==> src/rtl/brg_serr_pkg.sv <==
// Package: shared constants and types of the bridge system error unit.
// Assumes: event index order matches the reason/mask bit layout in the brief.
package brg_serr_pkg;
    localparam int NUM_EVT    = 8;
    localparam int NUM_MASKED = 6;
    localparam int NUM_RETRY  = 3;
    localparam int REG_W      = 8;

    localparam int EV_PW_TABT = 0;
    localparam int EV_PW_MABT = 1;
    localparam int EV_PW_DISC = 2;
    localparam int EV_PW_PERR = 3;
    localparam int EV_DW_DISC = 4;
    localparam int EV_DR_DISC = 5;
    localparam int EV_MTO     = 6;
    localparam int EV_SEC_FWD = 7;

    localparam int RT_PW = 0;
    localparam int RT_DW = 1;
    localparam int RT_DR = 2;

    localparam logic [1:0] ADDR_CTRL   = 2'd0;
    localparam logic [1:0] ADDR_MASK   = 2'd1;
    localparam logic [1:0] ADDR_REASON = 2'd2;
    localparam logic [1:0] ADDR_STAT   = 2'd3;

    typedef struct packed {
        logic mto_en;
        logic fwd_en;
        logic serr_en;
    } ctrl_t;
endpackage

==> src/rtl/brg_retry_cnt.sv <==
// Module: counts target retries of one bridge path and emits a one-cycle
// discard strobe on the LIMIT-th retry, then restarts from zero.
// Assumes: LIMIT >= 2; clr has priority over stb.
module brg_retry_cnt #(
    parameter int unsigned LIMIT = 32'd16777216
) (
    input  logic clk,
    input  logic rst_n,
    input  logic stb,
    input  logic clr,
    output logic discard
);
    localparam int CW = $clog2(LIMIT);

    logic [CW-1:0] cnt;
    logic          at_last;

    assign at_last = (cnt == CW'(LIMIT - 1));
    assign discard = stb && !clr && at_last;

    // Advance, wrap or restart the retry count.
    always_ff @(posedge clk) begin
        if (!rst_n) begin
            cnt <= '0;
        end else if (clr) begin
            cnt <= '0;
        end else if (stb) begin
            cnt <= at_last ? '0 : cnt + 1'b1;
        end
    end

    assert_cnt_bound_R9: assert property (@(posedge clk) disable iff (!rst_n)
        (32'(cnt) < LIMIT));

    assert_wrap_after_discard_R9: assert property (@(posedge clk) disable iff (!rst_n)
        discard |=> (cnt == '0));
endmodule

==> src/rtl/brg_serr_regs.sv <==
// Module: software-visible control, mask, reason and status registers.
// Reason and status bits are sticky with write-1-to-clear; a set in the
// same cycle as a clear wins. Read data is combinational on the address.
module brg_serr_regs
    import brg_serr_pkg::*;
(
    input  logic               clk,
    input  logic               rst_n,
    input  logic               reg_wen,
    input  logic [1:0]         reg_addr,
    input  logic [REG_W-1:0]   reg_wdata,
    input  logic [NUM_EVT-1:0] reason_set,
    input  logic               sig_set,
    input  logic               recv_set,
    output ctrl_t              ctrl,
    output logic [NUM_MASKED-1:0] mask,
    output logic [1:0]         stat,
    output logic [REG_W-1:0]   reg_rdata
);
    logic [NUM_EVT-1:0] reason;
    logic [NUM_EVT-1:0] reason_clr;
    logic [1:0]         stat_clr;
    logic               wr_reason;

    assign wr_reason  = reg_wen && (reg_addr == ADDR_REASON);
    assign reason_clr = wr_reason ? reg_wdata[NUM_EVT-1:0] : '0;
    assign stat_clr   = (reg_wen && (reg_addr == ADDR_STAT)) ? reg_wdata[1:0] : 2'b00;

    // Load control and mask registers from the write port.
    always_ff @(posedge clk) begin
        if (!rst_n) begin
            ctrl <= '0;
            mask <= '0;
        end else if (reg_wen) begin
            if (reg_addr == ADDR_CTRL) ctrl <= ctrl_t'(reg_wdata[2:0]);
            if (reg_addr == ADDR_MASK) mask <= reg_wdata[NUM_MASKED-1:0];
        end
    end

    // Sticky reason and status bits with write-1-to-clear, set dominant.
    always_ff @(posedge clk) begin
        if (!rst_n) begin
            reason <= '0;
            stat   <= '0;
        end else begin
            reason <= (reason & ~reason_clr) | reason_set;
            stat   <= (stat & ~stat_clr) | {recv_set, sig_set};
        end
    end

    // Select read data by address.
    always_comb begin
        reg_rdata = '0;
        case (reg_addr)
            ADDR_CTRL:   reg_rdata[2:0] = ctrl;
            ADDR_MASK:   reg_rdata[NUM_MASKED-1:0] = mask;
            ADDR_REASON: reg_rdata[NUM_EVT-1:0] = reason;
            default:     reg_rdata[1:0] = stat;
        endcase
    end

    assert_reason_sticky_R8: assert property (@(posedge clk) disable iff (!rst_n)
        !wr_reason |=> ((reason & $past(reason)) == $past(reason)));
endmodule

==> src/rtl/brg_syserr_unit.sv <==
// Module: top of the bridge system error unit. Qualifies each event through
// the global enable plus its own gate (mask bit, timeout enable or forward
// enable) and registers one primary pulse per qualifying cycle.
// Assumes: event inputs are one-cycle strobes synchronous to clk and
// sec_serr_n is already synchronised.
module brg_syserr_unit
    import brg_serr_pkg::*;
#(
    parameter int unsigned RETRY_LIMIT = 32'd16777216
) (
    input  logic                 clk,
    input  logic                 rst_n,
    input  logic                 evt_pw_tabt,
    input  logic                 evt_pw_mabt,
    input  logic                 evt_pw_perr,
    input  logic                 evt_dly_mto,
    input  logic [NUM_RETRY-1:0] retry_stb,
    input  logic [NUM_RETRY-1:0] retry_clr,
    input  logic                 sec_serr_n,
    input  logic                 reg_wen,
    input  logic [1:0]           reg_addr,
    input  logic [REG_W-1:0]     reg_wdata,
    output logic [REG_W-1:0]     reg_rdata,
    output logic                 p_serr_n,
    output logic                 p_serr_oe
);
    ctrl_t                  ctrl;
    logic [NUM_MASKED-1:0]  mask;
    logic [1:0]             stat;
    logic [NUM_RETRY-1:0]   disc;
    logic [NUM_EVT-1:0]     evt;
    logic [NUM_EVT-1:0]     qual;
    logic                   sec_prev;
    logic                   sec_fall;
    logic                   pulse_q;

    for (genvar g = 0; g < NUM_RETRY; g++) begin : g_retry
        brg_retry_cnt #(.LIMIT(RETRY_LIMIT)) u_cnt (
            .clk     (clk),
            .rst_n   (rst_n),
            .stb     (retry_stb[g]),
            .clr     (retry_clr[g]),
            .discard (disc[g])
        );
    end

    // Remember the previous secondary line level for edge detection.
    always_ff @(posedge clk) begin
        if (!rst_n) sec_prev <= 1'b1;
        else        sec_prev <= sec_serr_n;
    end
    assign sec_fall = sec_prev && !sec_serr_n;

    // Gather raw events in reason-bit order.
    always_comb begin
        evt             = '0;
        evt[EV_PW_TABT] = evt_pw_tabt;
        evt[EV_PW_MABT] = evt_pw_mabt;
        evt[EV_PW_DISC] = disc[RT_PW];
        evt[EV_PW_PERR] = evt_pw_perr;
        evt[EV_DW_DISC] = disc[RT_DW];
        evt[EV_DR_DISC] = disc[RT_DR];
        evt[EV_MTO]     = evt_dly_mto;
        evt[EV_SEC_FWD] = sec_fall;
    end

    for (genvar i = 0; i < NUM_MASKED; i++) begin : g_masked
        assign qual[i] = ctrl.serr_en && evt[i] && !mask[i];
    end
    assign qual[EV_MTO]     = ctrl.serr_en && evt[EV_MTO] && ctrl.mto_en;
    assign qual[EV_SEC_FWD] = ctrl.serr_en && evt[EV_SEC_FWD] && ctrl.fwd_en;

    // Register one primary pulse per qualifying cycle.
    always_ff @(posedge clk) begin
        if (!rst_n) pulse_q <= 1'b0;
        else        pulse_q <= |qual;
    end

    assign p_serr_n  = !pulse_q;
    assign p_serr_oe = pulse_q;

    brg_serr_regs u_regs (
        .clk        (clk),
        .rst_n      (rst_n),
        .reg_wen    (reg_wen),
        .reg_addr   (reg_addr),
        .reg_wdata  (reg_wdata),
        .reason_set (qual),
        .sig_set    (|qual),
        .recv_set   (sec_fall && ctrl.fwd_en),
        .ctrl       (ctrl),
        .mask       (mask),
        .stat       (stat),
        .reg_rdata  (reg_rdata)
    );

    assert_global_enable_R2: assert property (@(posedge clk) disable iff (!rst_n)
        !p_serr_n |-> $past(ctrl.serr_en));

    assert_signalled_set_R7: assert property (@(posedge clk) disable iff (!rst_n)
        !p_serr_n |-> stat[0]);

    assert_pulse_source_R11: assert property (@(posedge clk) disable iff (!rst_n)
        !p_serr_n |-> $past(|qual));

    assert_recv_needs_fwd_R6: assert property (@(posedge clk) disable iff (!rst_n)
        $rose(stat[1]) |-> $past(ctrl.fwd_en));
endmodule

==> config.mk <==
export PLATFORM = sky130hd
export DESIGN_NAME = brg_syserr_unit
export DESIGN_NICKNAME = d
export VERILOG_FILES = /design/src/rtl/brg_serr_pkg.sv /design/src/rtl/brg_retry_cnt.sv /design/src/rtl/brg_serr_regs.sv /design/src/rtl/brg_syserr_unit.sv
export SDC_FILE = /design/constraint.sdc
export NUM_CORES = 1
export LEC_CHECK = 0
export BUFFER_PORTS_ARGS = -buffer_cell sky130_fd_sc_hd__buf_2
export CAP_MARGIN = 20
export CORE_MARGIN = 2
export CORE_UTILIZATION = 45
export DETAILED_ROUTE_END_ITERATION = 8
export PLACE_DENSITY = 0.74
export SKIP_LAST_GASP = 1
export SLEW_MARGIN = 10
export SYNTH_ARGS = -nofsm -noshare
export SYNTH_HDL_FRONTEND = slang
export SYNTH_SLANG_ARGS = --single-unit
==> constraint.sdc <==
create_clock -name clk -period 2.5 [get_ports clk]
set_input_delay 0.625 -clock clk [delete_from_list [all_inputs] [get_ports clk]]
set_output_delay 0.625 -clock clk [all_outputs]
set_load 0.005 [all_outputs]
==> results of run 1 <==
-- synth_stat cells (all sizes together), types with 8 or more instances --
cell type / instances / area [um^2]
dfxtp: 93 / 1860
nor3: 11 / 65.1
and3: 11 / 70.1
ha: 8 / 100
xor2: 41 / 359
nor4: 9 / 62.6
nand2: 52 / 195
nand4: 23 / 163
nor2: 87 / 327
a21boi: 13 / 97.6
xnor2: 24 / 210
nand3: 39 / 195
buf: 9 / 50.0
inv: 15 / 56.3
-- area by class of cell --
cell class	instances	area (um^2)
Fill cell	879	4440
Inverter	15	56.3
Clock inverter	7	97.6
Timing Repair Buffer	38	203
Sequential cell	93	1860
Clock buffer	9	124
Multi-Input combinational cell	378	2300
Tap cell	129	161
-- registers in the layout, indices dropped and copies added (netlist names) --
name	flops
g_retry.u_cnt.cnt	72
p_serr_oe	1
sec_prev	1
u_regs.ctrl	3
u_regs.mask	6
u_regs.reason	8
u_regs.stat	2
-- metal layers --
| layer | global-route usage (%) | part of all wire (%) | vias up |
|---|---|---|---|
| met1 | 20.4 | 45 | 1660 |
| met3 | 3.80 | 3.1 | 11 |
| met5 | 0 | 0 | - |
| li1 | - | - | 1779 |
| met4 | 5.61 | 1.1 | 0 |
| met2 | 30.7 | 51 | 50 |
-- cell usage in the layout (no fill, tap or decap), types with 5 or more instances in the layout --
cell type,Yosys,final
dfxtp_1,93,93
nor2_1,87,87
nand2_1,52,52
xor2_1,41,41
nand3_1,39,39
buf_2,7,33
xnor2_1,24,24
nand4_1,20,20
inv_1,15,15
a21boi_0,12,12
and3_1,10,10
nor3_1,9,9
clkbuf_8,0,9
nor4_1,8,8
ha_1,8,8
nor2b_1,7,7
a21oi_1,7,7
nand2b_1,5,5
buf_4,2,5
-- power groups by stage --
stage	clock, mW	combinational [mW]	sequential, mW
floorplan	0	0.0722	1.53
global placement	0	0.110	1.54
detailed placement	0	0.112	1.54
CTS	1.12	0.113	1.50
global route	1.17	0.126	1.50
finish	1.09	0.113	1.50
-- logic make-up after synthesis --
kind of cell | after synthesis
AO/OA/AOI/OAI | 39
AND/OR/NAND/NOR | 261
buffers and inverters | 30
XOR/XNOR | 65
adder cells (fa/ha/maj) | 8
multiplexers | 5
flip-flops | 93
-- path summary, 6_finish.rpt --
check	cells after the start	end	start
max	6	reg_rdata[0]	reg_addr[0]
min	2	sec_prev	sec_serr_n
max reg2reg	6	u_regs.stat[0]	g_retry[1].u_cnt.cnt[0]
min reg2reg	2	u_regs.reason[7]	u_regs.reason[7]
-- worst reg2reg max path, cell delays in order, from the launching register on --
cell,delay (ps)
dfxtp_1,390
ha_1,230
nand3_1,150
or4b_1,490
or4_1,510
nand2_1,110
o31a_2,120
==> flow_metrics.env, run 1 <==
export IMPL_core_area_mm2=0.00924
export IMPL_synth_area_mux_share_pct=1.25
export IMPL_swShare_pct=22.1
export IMPL_timing_hold_ws_ps=455
export IMPL_seq_area_frac_synth_pct=43.4
export IMPL_p_sw_mw=0.596
export IMPL_clk_latency_ps=360
export IMPL_max_clock_freq_mhz=419
export IMPL_cp_start_kind="input port"
export IMPL_die_h_um=102
export IMPL_clock_root_buffer="clkbuf_8"
export IMPL_min_period_ps=2390
export IMPL_cts_resized=0
export IMPL_clock_power_share_pct=40.2
export IMPL_grt_max_degree=22
export IMPL_synthCells=501
export IMPL_async_flop_share_pct=0
export IMPL_wl_per_cell_um=12.5
export IMPL_ys_seq_elements=93
export IMPL_yosys_warnings=0
export IMPL_fin_worst_skew_ps=12.7
export IMPL_crit_path_frequent_cell="buf_2"
export IMPL_tightest_slew_ps=599
export IMPL_synth_edf_count=0
export IMPL_setup_viol=0
export IMPL_rsz0062_at_grt="false"
export IMPL_critPathMaxStageDelay_ps=420
export IMPL_status="finished, final reports clean"
export IMPL_internal_power_mw=2.10
export IMPL_grt_overflow_total=0
export IMPL_synth_xor_area_share_pct=13.3
export IMPL_path_class="in2out"
export IMPL_ys_flop_type="dfxtp_1"
export IMPL_power_density_mw_per_mm2=562
export IMPL_synth_fa_ha_area_share_pct=2.33
export IMPL_worstPathRequired_ps=1880
export IMPL_wl_um=8330
export IMPL_pwr_share_comb_pct=4.2
export IMPL_netlist_area_mm2=0.00429
export IMPL_max_slew_margin_pct=59.7
export IMPL_hold_buffers=0
export IMPL_critPathArrivalTime_ps=1760
export IMPL_cts_sinks=93
export IMPL_max_vdd_ir_drop_v=0.000345
export IMPL_hold_violations=0
export IMPL_path_buf_inv=3
export IMPL_finalNonFillerCells=669
export IMPL_io_pins=34
export IMPL_start_util_pct=46.4
export IMPL_grt_pass1_wl_um=14600
export IMPL_nets=567
export IMPL_endpoint_kind="output pin"
export IMPL_p_leak_nw=1.68
export IMPL_fin_util_pct=52.0
export IMPL_postCtsSetupBuffers=0
export IMPL_antenna_found_initial=0
export IMPL_dieArea_mm2=0.0103
export IMPL_regToRegSetupSlack_ps=440
export IMPL_area_delta_synth_final_pct=12.0
export IMPL_place_area_mm2=0.00458
export IMPL_cts_buffer_depth=2
export IMPL_syn_avg_cell_area_um2=8.56
export IMPL_cts_tree="built"
export IMPL_dpl_worst_slack_ps=147
export IMPL_diodes=0
export IMPL_slowest_stage="a222oi_1"
export IMPL_grt_pass1_vias=3412
export IMPL_track_usage_pct=17.2
export IMPL_clk_pin_slew_worst_paths_ps=100
export IMPL_ant_nets=0
export IMPL_seq_power_share_pct=55.6
export IMPL_viasPerCell=5.23
export IMPL_drt_pass1_iterations=4
export IMPL_synth_top_family_by_area="simple AND/OR/NAND/NOR gates"
export IMPL_post_route_drc_count=0
export IMPL_p_total_mw=2.70
export IMPL_synth_simple_area_share_pct=30.0
export IMPL_setup_ws_ps=113
export IMPL_path_max_fanout=7
export IMPL_io_buffers=33
export IMPL_hp_class="in2reg"
export IMPL_die_width_um=102
export IMPL_vias=3500
export IMPL_gp_congestion=0.879
export IMPL_layout_drive_gt1_share_pct=13.0
export IMPL_synth_compound_area_share_pct=6.68
export IMPL_crit_chain="buf_2 > inv_1 > ha_1 > a222oi_1 > mux2i_1 > buf_2"
export IMPL_syn_nets=533
export IMPL_yosysUniqueCellTypes=49
export IMPL_fin_crit_sh_pct=95.5
export IMPL_cts_made_buffers=9
export IMPL_slew_violations=0
export IMPL_numPlacedInstances=653
export IMPL_finalSetupTns_ps=0
export IMPL_dr_first_iter_drc_count=153
export IMPL_finish_instance_area_mm2=0.00480
export IMPL_cap_violations=0
export IMPL_dp_hpwl_um=6070
export IMPL_critPathTopFamily="compound AO/OA/AOI/OAI gates"
export IMPL_h_tree_depth=3
export IMPL_rows=35
No activity file was read; power rests on OpenSTA's default activity.
==> run 2, diff against run 1 <==
Settings changed: ABC_AREA set to 1, MAX_ROUTING_LAYER set to met4, PLACE_DENSITY 0.74 to 0.73, RECOVER_POWER set to 100.
==> run 2 against run 1 <==
Non-clock buffer count down 2. Setup slack improved by 140 ps. Clock skew down 2.9 ps. Core utilization is 1.5 points lower. Fmax increased by 6.2%. Clock power shrank 14%. Largest cell class unchanged. Synthesized cell count grew 39%. Clock-buffer cell count is 4 higher. First-iteration DRC count up 22%. Combinational power grew 24%. Sequential share of layout area is 2.9 points lower.
==> flow_metrics.env, run 2 <==
export IMPL_status="finished, final reports clean"
export IMPL_final_common_cell="nand2_1"
export IMPL_cts_resized=0
export IMPL_grt_max_degree=15
export IMPL_endpoint_kind="output pin"
export IMPL_ant_nets=0
export IMPL_io_pins=34
export IMPL_drt_pass1_iterations=6
export IMPL_critPathArrivalTime_ps=1620
export IMPL_die_h_um=107
export IMPL_dieArea_mm2=0.0114
export IMPL_worstPathRequired_ps=1880
export IMPL_seq_area_frac_synth_pct=39.3
export IMPL_die_width_um=107
export IMPL_grt_pass1_wl_um=18500
export IMPL_synth_area_leaders="dfxtp_1 39%, nand2_1 12%, nor2_1 12%, nand3_1 6.0%, inv_1 5.5%"
export IMPL_synth_commonest_cells="155 x nand2_1, 146 x nor2_1, 93 x dfxtp_1, 70 x inv_1, 57 x nand3_1"
export IMPL_cts_sinks=93
export IMPL_path_max_fanout=7
export IMPL_viasPerCell=5.02
export IMPL_h_tree_depth=3
export IMPL_fin_crit_sh_pct=89.9
export IMPL_max_vdd_ir_drop_v=0.000257
export IMPL_setup_viol=0
export IMPL_p_sw_mw=0.631
export IMPL_synth_edf_count=0
export IMPL_slew_violations=0
export IMPL_diodes=0
export IMPL_cts_buffer_depth=2
export IMPL_regToRegSetupSlack_ps=340
export IMPL_path_class="in2out"
export IMPL_internal_power_mw=1.96
export IMPL_dp_hpwl_um=8190
export IMPL_timing_hold_ws_ps=442
export IMPL_dr_first_iter_drc_count=186
export IMPL_track_usage_pct=20.3
export IMPL_finish_instance_area_mm2=0.00519
export IMPL_clk_latency_ps=370
export IMPL_finalSetupTns_ps=0
export IMPL_wl_um=10800
export IMPL_power_density_mw_per_mm2=499
export IMPL_syn_avg_cell_area_um2=6.83
export IMPL_min_period_ps=2250
export IMPL_ys_flop_type="dfxtp_1"
export IMPL_ys_seq_elements=93
export IMPL_mostFrequentLayoutCells="158 x nand2_1, 149 x nor2_1, 93 x dfxtp_1"
export IMPL_cts_tree="built"
export IMPL_netlist_area_mm2=0.00474
export IMPL_p_leak_nw=1.88
export IMPL_reg_top3="g_retry.u_cnt.cnt (72), u_regs.reason (8), u_regs.mask (6)"
export IMPL_postCtsSetupBuffers=0
export IMPL_io_buffers=33
export IMPL_routed_top_layer="met4"
export IMPL_grt_pass1_vias=4219
export IMPL_yosysMostFrequentCell="nand2_1"
export IMPL_antenna_found_initial=0
export IMPL_largest_register="g_retry.u_cnt.cnt"
export IMPL_wl_per_cell_um=12.3
export IMPL_async_flop_share_pct=0
export IMPL_cap_violations=0
export IMPL_swShare_pct=24.4
export IMPL_hold_buffers=0
export IMPL_synthCells=694
export IMPL_dr_wl_met2_um=5040
export IMPL_synth_top_cell_area_share_pct=39.3
export IMPL_largest_reg_flops=72
export IMPL_yosys_warnings=0
export IMPL_place_area_mm2=0.00506
export IMPL_rsz0062_at_grt="false"
export IMPL_clock_power_share_pct=36.2
export IMPL_core_area_mm2=0.0103
export IMPL_cts_made_buffers=9
export IMPL_nets=765
export IMPL_yosysUniqueCellTypes=35
export IMPL_syn_nets=726
export IMPL_area_delta_synth_final_pct=9.48
export IMPL_clock_root_buffer="clkbuf_8"
export IMPL_max_slew_margin_pct=63.0
export IMPL_tightest_slew_ps=555
export IMPL_max_clock_freq_mhz=445
export IMPL_hp_class="in2reg"
export IMPL_start_util_pct=46.1
export IMPL_vias=4389
export IMPL_cp_start_kind="input port"
export IMPL_gp_congestion=0.947
export IMPL_clk_pin_slew_worst_paths_ps=90
export IMPL_rows=37
export IMPL_pwr_share_comb_pct=5.4
export IMPL_fin_worst_skew_ps=9.82
export IMPL_grt_overflow_total=0
export IMPL_routed_wl_met3_um=517
export IMPL_layout_drive_gt1_share_pct=8.27
export IMPL_drt_met1_wl_um=5100
export IMPL_hold_violations=0
export IMPL_synth_largest_area_cell="dfxtp_1"
export IMPL_post_route_drc_count=0
export IMPL_seq_power_share_pct=58.4
-- run 2: critical path, stage by stage --
cell and delay [ps]:
clkbuf_1 120, inv_1 90, ha_1 350, nand2_1 100
a21oi_1 200, clkbuf_1 140
-- run 2: final timing paths --
kind,cells past startpoint,start,to
worst max-delay path,6,reg_addr[1],reg_rdata[5]
worst min-delay path,3,sec_serr_n,sec_prev
worst max register to register,8,g_retry[1].u_cnt.cnt[0],g_retry[1].u_cnt.cnt[11]
worst min register to register,2,u_regs.stat[1],u_regs.stat[1]
-- run 2: area by class of cell --
cell class	instances	area, um^2
fill	1066	5090
multi-input combinational	519	2520
sequential	93	1860
inverter	74	280
timing repair buffer	36	174
tap	136	170
clock buffer	13	159
clock inverter	3	20.0
-- run 2: layer usage --
| metal | GRT usage, % | vias to the layer above |
|---|---|---|
| li1 | - | 2285 |
| met3 | 4.68 | 10 |
| met1 | 25.6 | 1985 |
| met2 | 33.1 | 109 |
| met4 | 5.29 | 0 |
| met5 | - | - |
-- run 2: cell families after synthesis --
logic type | share of synthesized area [%]
and+or+nand+nor | 38.6
AOI/OAI and AO/OA | 7.32
buffers and inverters | 6.74
DFF | 39.3
xor gates and xnor gates | 5.92
adders and majority gates | 2.11
-- run 2: through the flow --
stage	utilization (%)	setup slack, ps	cells	power (mW)
6_report	50.5	252	874	2.59
5_1_grt	50.5	147	874	2.69
4_1_cts	50.9	282	874	2.62
3_5_place_dp	49.2	285	858	1.69
3_3_place_gp	49.2	333	858	1.68
2_1_floorplan	-	319	694	1.63
-- run 2: power groups by stage --
stage                     combinational, mW  sequential (mW)  clock, mW
after detailed placement              0.143             1.54          0
final                                 0.140             1.51      0.937
after CTS                             0.144             1.51      0.963
after floorplan                      0.0853             1.54          0
after global placement                0.140             1.54          0
after global routing                  0.157             1.51       1.02
